==> src/rtl/ped_pkg.sv <==
package ped_pkg;

    localparam int PHASE_BITS = 8;
    localparam int MODE_COUNT = 4;

    typedef enum logic [1:0] {
        MODE_CARRIER = 2'b00,
        MODE_BPSK    = 2'b01,
        MODE_QPSK    = 2'b10,
        MODE_8PSK    = 2'b11
    } ped_mode_e;

    // Mask of the low bits that a given shift count forces to zero.
    function automatic logic [PHASE_BITS-1:0] zero_mask(input logic [1:0] shift);
        logic [PHASE_BITS-1:0] one;
        one = PHASE_BITS'(1);
        return (one << shift) - one;
    endfunction

endpackage

==> src/rtl/ped_accept.sv <==
module ped_accept (
    input  logic valid_in,
    input  logic eos_in,
    input  logic gate_en,
    output logic take
);
    always_comb begin
        take = valid_in & (~gate_en | eos_in);
    end
endmodule

==> src/rtl/ped_rotate.sv <==
module ped_rotate #(
    parameter int W = 8
) (
    input  logic [W-1:0] angle,
    input  logic [W-1:0] offset,
    output logic [W-1:0] rotated
);
    // Sum wraps modulo one full turn.
    always_comb begin
        rotated = angle + offset;
    end
endmodule

==> src/rtl/ped_fold.sv <==
module ped_fold #(
    parameter int W      = 8,
    parameter int NMODES = 4,
    localparam int SEL_W = (NMODES > 1) ? $clog2(NMODES) : 1
) (
    input  logic [W-1:0]     rotated,
    input  logic [SEL_W-1:0] sel,
    output logic [W-1:0]     folded
);
    logic [W-1:0] cand [NMODES];

    for (genvar k = 0; k < NMODES; k++) begin : g_shift
        // Power-of-two phase multiply; carries past the MSB drop out.
        assign cand[k] = rotated << k;
    end

    always_comb begin
        if (int'(sel) < NMODES) folded = cand[sel];
        else                    folded = rotated;
    end
endmodule

==> src/rtl/ped_top.sv <==
module ped_top #(
    parameter int W      = ped_pkg::PHASE_BITS,
    parameter int NMODES = ped_pkg::MODE_COUNT,
    localparam int SEL_W = (NMODES > 1) ? $clog2(NMODES) : 1
) (
    input  logic             clk,
    input  logic             rst,
    input  logic             ph_valid,
    input  logic [W-1:0]     ph_angle,
    input  logic             ph_eos,
    input  logic             gate_eos,
    input  logic [SEL_W-1:0] cfg_mode,
    input  logic [W-1:0]     cfg_offset,
    output logic             err_valid,
    output logic [W-1:0]     err_out
);
    logic         take;
    logic [W-1:0] rotated;
    logic [W-1:0] folded;

    ped_accept u_accept (
        .valid_in (ph_valid),
        .eos_in   (ph_eos),
        .gate_en  (gate_eos),
        .take     (take)
    );

    ped_rotate #(.W(W)) u_rotate (
        .angle   (ph_angle),
        .offset  (cfg_offset),
        .rotated (rotated)
    );

    ped_fold #(.W(W), .NMODES(NMODES)) u_fold (
        .rotated (rotated),
        .sel     (cfg_mode),
        .folded  (folded)
    );

    always_ff @(posedge clk) begin
        if (rst) begin
            err_valid <= 1'b0;
            err_out   <= '0;
        end else begin
            err_valid <= take;
            if (take) err_out <= folded;
        end
    end
endmodule

==> config.mk <==
export PLATFORM = sky130hd
export DESIGN_NAME = ped_top
export DESIGN_NICKNAME = d
export VERILOG_FILES = /design/src/rtl/ped_pkg.sv /design/src/rtl/ped_accept.sv /design/src/rtl/ped_rotate.sv /design/src/rtl/ped_fold.sv /design/src/rtl/ped_top.sv
export SDC_FILE = /design/constraint.sdc
export NUM_CORES = 1
export LEC_CHECK = 0
export ABC_AREA = 1
export BUFFER_PORTS_ARGS = -buffer_cell sky130_fd_sc_hd__buf_4
export CAP_MARGIN = 15
export CORE_ASPECT_RATIO = 1.2
export CORE_MARGIN = 3
export CORE_UTILIZATION = 45
export CTS_CLUSTER_DIAMETER = 80
export DETAILED_ROUTE_END_ITERATION = 7
export MAX_ROUTING_LAYER = met4
export PLACE_DENSITY_LB_ADDON = 0.12
export REMOVE_ABC_BUFFERS = 1
export SYNTH_ARGS = -nofsm -noshare
export SYNTH_HDL_FRONTEND = slang
export SYNTH_HIERARCHICAL = 1
export SYNTH_SLANG_ARGS = --single-unit
==> constraint.sdc <==
create_clock -name clk -period 2.25 [get_ports clk]
set_input_delay 0.225 -clock clk [delete_from_list [all_inputs] [get_ports clk]]
set_output_delay 0.225 -clock clk [all_outputs]
set_load 0.03 [all_outputs]
; Word level (Yosys, flattened, before mapping)
; Cells that the tools add are included.
; W data, S select, Z words.
[op_classes]
n_addsub = 1
n_lt_le_gt_ge = 1
mux = 3
bitwise = 4
[ops]
columns = cell, n
row1 = $bmux W8 S2, 1
row2 = $mux W8, 2
row3 = $add A8 B8 Y8, 1
row4 = $ge A3 B3 Y1 const B, 1
row5 = $not A2 Y3, 1
row6 = $and A1 B1 Y1, 1
row7 = $not A1 Y1, 1
row8 = $or A1 B1 Y1, 1
[totals]
regBits = 9
inputBits = 23

; Longest topological paths before layout
; Gate-level depths: netlist of the first run.
[depth]
word_depth = 4
depth_mapped = 18
depth_no_buf = 18

; Modules after synthesis
; Netlist of the first run, hierarchy kept.
[modules_own_cells]
columns = mod, n_inst, cells_per_inst, area_per_inst_um2, seq_area_each_um2
row1 = ped_top, 1, 54, 369.1, 180.2
row2 = ped_rotate, 1, 60, 361.6, 0.0
row3 = ped_fold, 1, 47, 254.0, 0.0
row4 = ped_accept, 1, 3, 16.3, 0.0

; Worst setup path before layout of the first run
; Ideal clock, no wire load.
[synth_path]
kind = input port to flip-flop
startpoint = input port cfg_offset[0]
endpoint = register err_out[5]
setup_time_ns = 0.113
arrival_ns = 1.566
t_required_ns = 2.137
slack_ns = 0.570
path_stages = 16
cell_sequence = ha_1 -> inv_1 -> fa_1 -> inv_1 -> nand2_1 -> nand2_1 -> nand2_1 -> xnor2_1 -> inv_1 -> nand2_1 -> nand3_1 -> nand2_1 -> inv_1 -> nand2_1 -> nand2_1 -> nor2_1
[synth_via]
elab_chain_cells = 4
[synth_lines]
columns = item, line_no
row1 = from (decl), ped_top.sv:13  ; input logic [W-1:0] cfg_offset,
row2 = $add A8 B8 Y8, ped_rotate.sv:10  ; rotated = angle + offset;
row3 = net rotated[4], ped_top.sv:18  ; logic [W-1:0] rotated;
row4 = $bmux W8 S2, ped_fold.sv:18  ; if (int'(sel) < NMODES) folded = cand[sel];
row5 = $mux W8 (implied by the code) (2 in series), ped_fold.sv:18
row6 = net folded[5], ped_top.sv:19  ; logic [W-1:0] folded;
row7 = to (signal assigned), ped_top.sv:46  ; if (take) err_out <= folded;
row8 = to (decl), ped_top.sv:15  ; output logic [W-1:0] err_out
; The timed path passes the listed nets, and every way through them passes these cells. The select of a mux whose other input is x is not followed.
; A chain may end at the register's enable or synchronous reset.

; Final worst setup path of the first run
; Same ends and word-level chain as after synthesis.

==> results of run 1 <==
-- worst paths after layout --
kind | endpoint | from | slack, ns
hold / removal | err_valid | rst | 0.13
setup reg to reg | err_out[6] | err_out[6] | 1.68
hold reg to reg | err_out[1] | err_out[1] | 0.47
setup / recovery | err_out[5] | cfg_offset[0] | 0.56
-- flip-flops by register name, indices dropped and copies added, names as in the netlist --
| register | cells |
|---|---|
| err_out | 8 |
| err_valid | 1 |
-- critical path, delay by kind of cell --
kind	cells	cell delay, ns
AND/OR/NAND/NOR	9	0.58
adder cells (fa/ha/maj)	2	0.56
buffers and inverters	5	0.36
XOR/XNOR	1	0.12
-- logic make-up after synthesis --
group,count (synthesis)
adders and majority gates,8
DFF,9
and+or+nand+nor,101
buffers and inverters,39
xor gates and xnor gates,4
AOI/OAI and AO/OA,3
-- power breakdown --
group,switching [mW],internal [mW],leakage (nW)
Clock,0.0499,0.0679,0.0150
Sequential,0.00605,0.173,0.0746
Combinational,0.164,0.123,0.669
-- routing by layer --
layer  GRT usage, %  share of wire, %  vias to the layer above
li1               -                 -                      546
met2           28.5                55                       17
met5              -                 0                        -
met1           14.7                39                      411
met4           7.32              0.81                        0
met3           1.54               5.1                        2
-- synth_stat cells (all sizes together) --
library cell	number	area share, %
nand2	59	26
inv	34	14
nor2	21	8.4
nand3	17	9.5
dfxtp	9	18
ha	7	8.7
buf	4	4.1
xnor2	4	5.4
a21oi	3	1.9
or2	2	1.2
clkinv	1	0.37
fa	1	2.0
nand3b	1	0.75
nor3	1	0.50
-- cell type report --
type | instances | area (µm²)
sequential | 9 | 180
tap | 30 | 37.5
clock buffer | 4 | 26.3
inverter | 35 | 139
multi-input combinational | 116 | 641
fill | 222 | 838
timing repair buffer | 31 | 233
-- placed cells by master (no fill, tap or decap) --
cell type	n
buf_4	31
nand2_1	51
nand3_2	2
nand2_4	3
nand3_1	15
inv_8	1
fa_1	1
clkbuf_4	3
dfxtp_1	9
nand2_2	5
nor2_2	2
nor3_1	1
a21oi_2	1
nor2_1	19
clkinv_1	1
or2_1	2
xnor2_1	3
nand3b_1	1
clkbuf_1	1
inv_2	2
a21oi_1	2
ha_1	7
inv_1	31
xnor2_4	1
-- through the flow --
stage	hold slack [ns]	cells
after floorplan	0.296	160
after global placement	0.392	221
after detailed placement	0.394	221
after CTS	0.126	225
after global routing	0.125	225
final	0.132	225
==> flow_summary.json, run 1 <==
{
  "status": "finished, final reports clean",
  "ys_seq_area_share_pct": 18.0,
  "max_slew_margin_pct": 51.1,
  "dpl_worst_slack_ns": 0.313,
  "cts_buffers": 3,
  "cts_hold_buf": 0,
  "period_share_pct": 75.0,
  "cap_violations": 0,
  "synth_compound_area_share_pct": 1.88,
  "yosysWarningCount": 6,
  "grt_overflow": 0,
  "tightest_slew_ns": 0.733,
  "ys_seq_elements": 9,
  "worstSkewPairLatency_ns": 0.25,
  "synth_top_family_by_area": "simple AND/OR/NAND/NOR gates",
  "cts_post_setup_buffers_inserted": 0,
  "leakagePower_nw": 0.758,
  "portBuffers": 31,
  "syn_inst": 164,
  "grt_usage_pct": 14.8,
  "max_freq_mhz": 593,
  "io-pin-count": 32,
  "power_density_mw_per_mm2": 464,
  "tritoncts": "yes",
  "synth_area_mm2": 0.00100,
  "hold_violations": 0,
  "dieArea_mm2": 0.00283,
  "antenna_cells": 0,
  "crit_type": "input pin to register",
  "ant_nets": 0,
  "final_area_mm2": 0.00126,
  "ir_worst_vdd_v": 0.000221,
  "htreeDepth": 1,
  "final_util_pct": 60.0,
  "coreArea_mm2": 0.00209,
  "setup_viol": 0,
  "synth-simple-area-share_pct": 46.0,
  "cp-start-kind": "input pin",
  "grt_start_max_net_pins": 18,
  "synthAdderAreaFrac_pct": 10.8,
  "start_util_pct": 47.8,
  "finalNetCount": 227,
  "antenna_found_initial": 0,
  "drive_gt1_share_pct": 26.2,
  "path_cells": "buf_4 > ha_1 > inv_1 > fa_1 > inv_1 > nand2_1 > nand2_1 > nand2_1 > xnor2_1 > inv_1 > nand2_1 > nand3_1 > nand2_1 > inv_1 > nand2_1 > nand2_1 > nor2_1",
  "area_delta_synth_final_pct": 25.5,
  "grt_pass1_vias": 900,
  "slew_violations": 0,
  "reg2reg_depth": 2,
  "holdPathStages": 2,
  "cpPeakStageDelay_ns": 0.40,
  "power_uw": 583,
  "setup_slack_ns": 0.563,
  "num_rows": 18,
  "hpwl_um": 1540,
  "wl_per_cell_um": 7.72,
  "initialDrtViolationCount": 6,
  "path_clk_slew_ns": 0.06,
  "wirelength_um": 1740,
  "cp-end-kind": "register",
  "synthMuxAreaShare_pct": 0,
  "cp_common_cell": "nand2_1",
  "synthXorXnorAreaFrac_pct": 5.37,
  "yosysUniqueCellTypes": 23,
  "dpl_cell_area_mm2": 0.00123,
  "grt_pass1_wl_um": 3300,
  "clockRootBuffer": "clkbuf_4",
  "die_y_um": 57.7,
  "gp_congestion": 0.738,
  "fin_crit_ns": 1.69,
  "clk_path_buf_depth": 2,
  "crit_arrival_ns": 1.84,
  "critical-path-slowest-cell": "fa_1",
  "rsz0062_at_grt": "no",
  "avgSynthCellArea_um2": 6.10,
  "viasPerCell": 4.34,
  "cp_max_fo": 2,
  "route.detailed.drc": 0,
  "dr_total_vias": 976,
  "drt_pass1_iterations": 4,
  "ctsResizeCount": 0,
  "skew_ns": 0,
  "hold_path_class": "input pin to register",
  "cts_sinks": 9,
  "finalSetupTns_ns": 0,
  "crit_required_ns": 2.40,
  "fp.dieW_um": 49.1
}
No activity file was read; power rests on OpenSTA's default activity.
==> run 2: changes to the inputs <==
Clock period 2.25 ns to 1.6 ns, I/O delays scaled along.
==> run 2 against run 1 <==
Net effect: via count grew 2.9%; final area grew 8.6%; final cell count grew 3.1%; largest cell class unchanged; largest power group unchanged; highest routed layer unchanged.
==> flow_summary.json, run 2 (synthesis gave the netlist of run 1 again) <==
{
  "portBuffers": 31,
  "max_slew_margin_pct": 84.1,
  "dieArea_mm2": 0.00283,
  "max_freq_mhz": 678,
  "cp-start-kind": "input pin",
  "clk_path_buf_depth": 2,
  "grt_start_max_net_pins": 18,
  "regMostFlops": "err_out",
  "power_density_mw_per_mm2": 641,
  "whs_ns": 0.0593,
  "highest_layer": "met4",
  "mostFrequentLayoutCells": "44 x nand2_1, 38 x buf_4, 27 x inv_1, 19 x nor2_1",
  "grt_usage_pct": 14.7,
  "ant_nets": 0,
  "wl_per_cell_um": 8.10,
  "status": "finished, final reports clean",
  "viasPerCell": 4.33,
  "tritoncts": "yes",
  "grt_pass1_wl_um": 3310,
  "cts_sinks": 9,
  "grt_pass1_vias": 953,
  "initialDrtViolationCount": 3,
  "final_common_cell": "nand2_1",
  "die_y_um": 57.7,
  "path_cells": "buf_4 > ha_4 > inv_2 > fa_2 > inv_2 > nand2_2 > nand2_2 > nand2_2 > xnor2_2 > inv_2 > nand2_2 > nand3_2 > nand2_1 > inv_1 > nand2_1 > nand2_1 > nor2_1",
  "instances_no_fill": 232,
  "fin_crit_ns": 1.47,
  "area_delta_synth_final_pct": 36.3,
  "crit_arrival_ns": 1.67,
  "cp-end-kind": "register",
  "io-pin-count": 32,
  "drt_pass1_iterations": 4,
  "cpPeakStageDelay_ns": 0.36,
  "hpwl_um": 1550,
  "slew_violations": 0,
  "drive_gt1_share_pct": 37.1,
  "power_uw": 875,
  "num_rows": 18,
  "fillers": 227,
  "cp_max_fo": 2,
  "top_regs": "err_out: 8 flops, err_valid: 1 flops",
  "leakagePower_nw": 0.799,
  "dr_total_vias": 1004,
  "antenna_cells": 0,
  "start_util_pct": 47.8,
  "cp_common_cell": "nand2_2",
  "crit_required_ns": 1.80,
  "placedCellCount": 227,
  "skew_ns": 0,
  "critical-path-slowest-cell": "fa_2",
  "worstSkewPairLatency_ns": 0.25,
  "antenna_found_initial": 0,
  "wl_met3_um": 87,
  "wl_met1_um": 665,
  "route.detailed.drc": 0,
  "dpl_worst_slack_ns": -0.208,
  "setup_viol": 0,
  "crit_type": "input pin to register",
  "cp_top_family": "simple AND/OR/NAND/NOR gates",
  "hold_violations": 0,
  "coreArea_mm2": 0.00209,
  "period_share_pct": 92.1,
  "hold_path_class": "input pin to register",
  "final_util_pct": 65.1,
  "wl_met2_um": 1090,
  "wirelength_um": 1880,
  "finalNetCount": 234,
  "cts_hold_buf": 0,
  "crit_buf_inv": 5,
  "clockRootBuffer": "clkbuf_4",
  "ir_worst_vdd_v": 0.000315,
  "htreeDepth": 1,
  "largest_reg_flops": 8,
  "setup_slack_ns": 0.126,
  "cts_buffers": 3,
  "cap_violations": 0,
  "fp.dieW_um": 49.1,
  "grt_overflow": 0,
  "path_clk_slew_ns": 0.06,
  "gp_congestion": 0.753,
  "tightest_slew_ns": 0.238
}
==> run 2: cell count changes in the layout (fill, tap and decap cells not counted), sizes merged <==
cell | previous run | this run
buf | 31 | 38
==> run 2: final cells by class <==
cell class	count	area, µm²	share of cell area, %
timing repair buffer	38	285	20.9
sequential	9	180	13.2
inverter	35	139	10.2
clock buffer	4	26.3	1.93
multi-input combinational	116	696	51.0
tap	30	37.5	2.75
==> run 2: repair_timing <==
item | 4_1_cts | 5_1_grt
buffers inserted | 0 | 1
setup endpoints to repair | 0 | 4
gates resized for setup | 0 | 18
==> run 2: metal layers <==
layer / GRT usage (%) / vias to the layer above
li1: - / 560
met1: 12.1 / 421
met2: 31.5 / 19
met3: 1.54 / 4
met4: 7.32 / 0
met5: - / -
==> run 2: worst register-to-register path: cells and delay by family, from the launching register on <==
kind             cells  cell delay (ns)
and+or+nand+nor      2             0.16
DFF                  1             0.31
==> run 2: worst paths after layout <==
check                to  slack (ns)  depth (start not counted)   startpoint
max          err_out[5]        0.13                         17  ph_angle[0]
min           err_valid        0.06                          2          rst
max reg2reg  err_out[6]        1.04                          2   err_out[6]
min reg2reg  err_out[3]        0.47                          2   err_out[3]
==> run 2: stage by stage <==
stage	area, µm²	TNS, ns
finish	1360	0
CTS	1300	0
global placement	1270	-0.609
global route	1360	-0.0348
detailed placement	1270	-0.869
floorplan	960	-0.0957
==> run 2: power by group <==
part | internal, mW | total, mW | leakage [nW] | switching (mW)
Combinational | 0.202 | 0.455 | 0.710 | 0.252
Clock | 0.0957 | 0.169 | 0.0150 | 0.0731
Sequential | 0.243 | 0.251 | 0.0746 | 0.00842
Total | 0.541 | 0.875 | 0.799 | 0.334
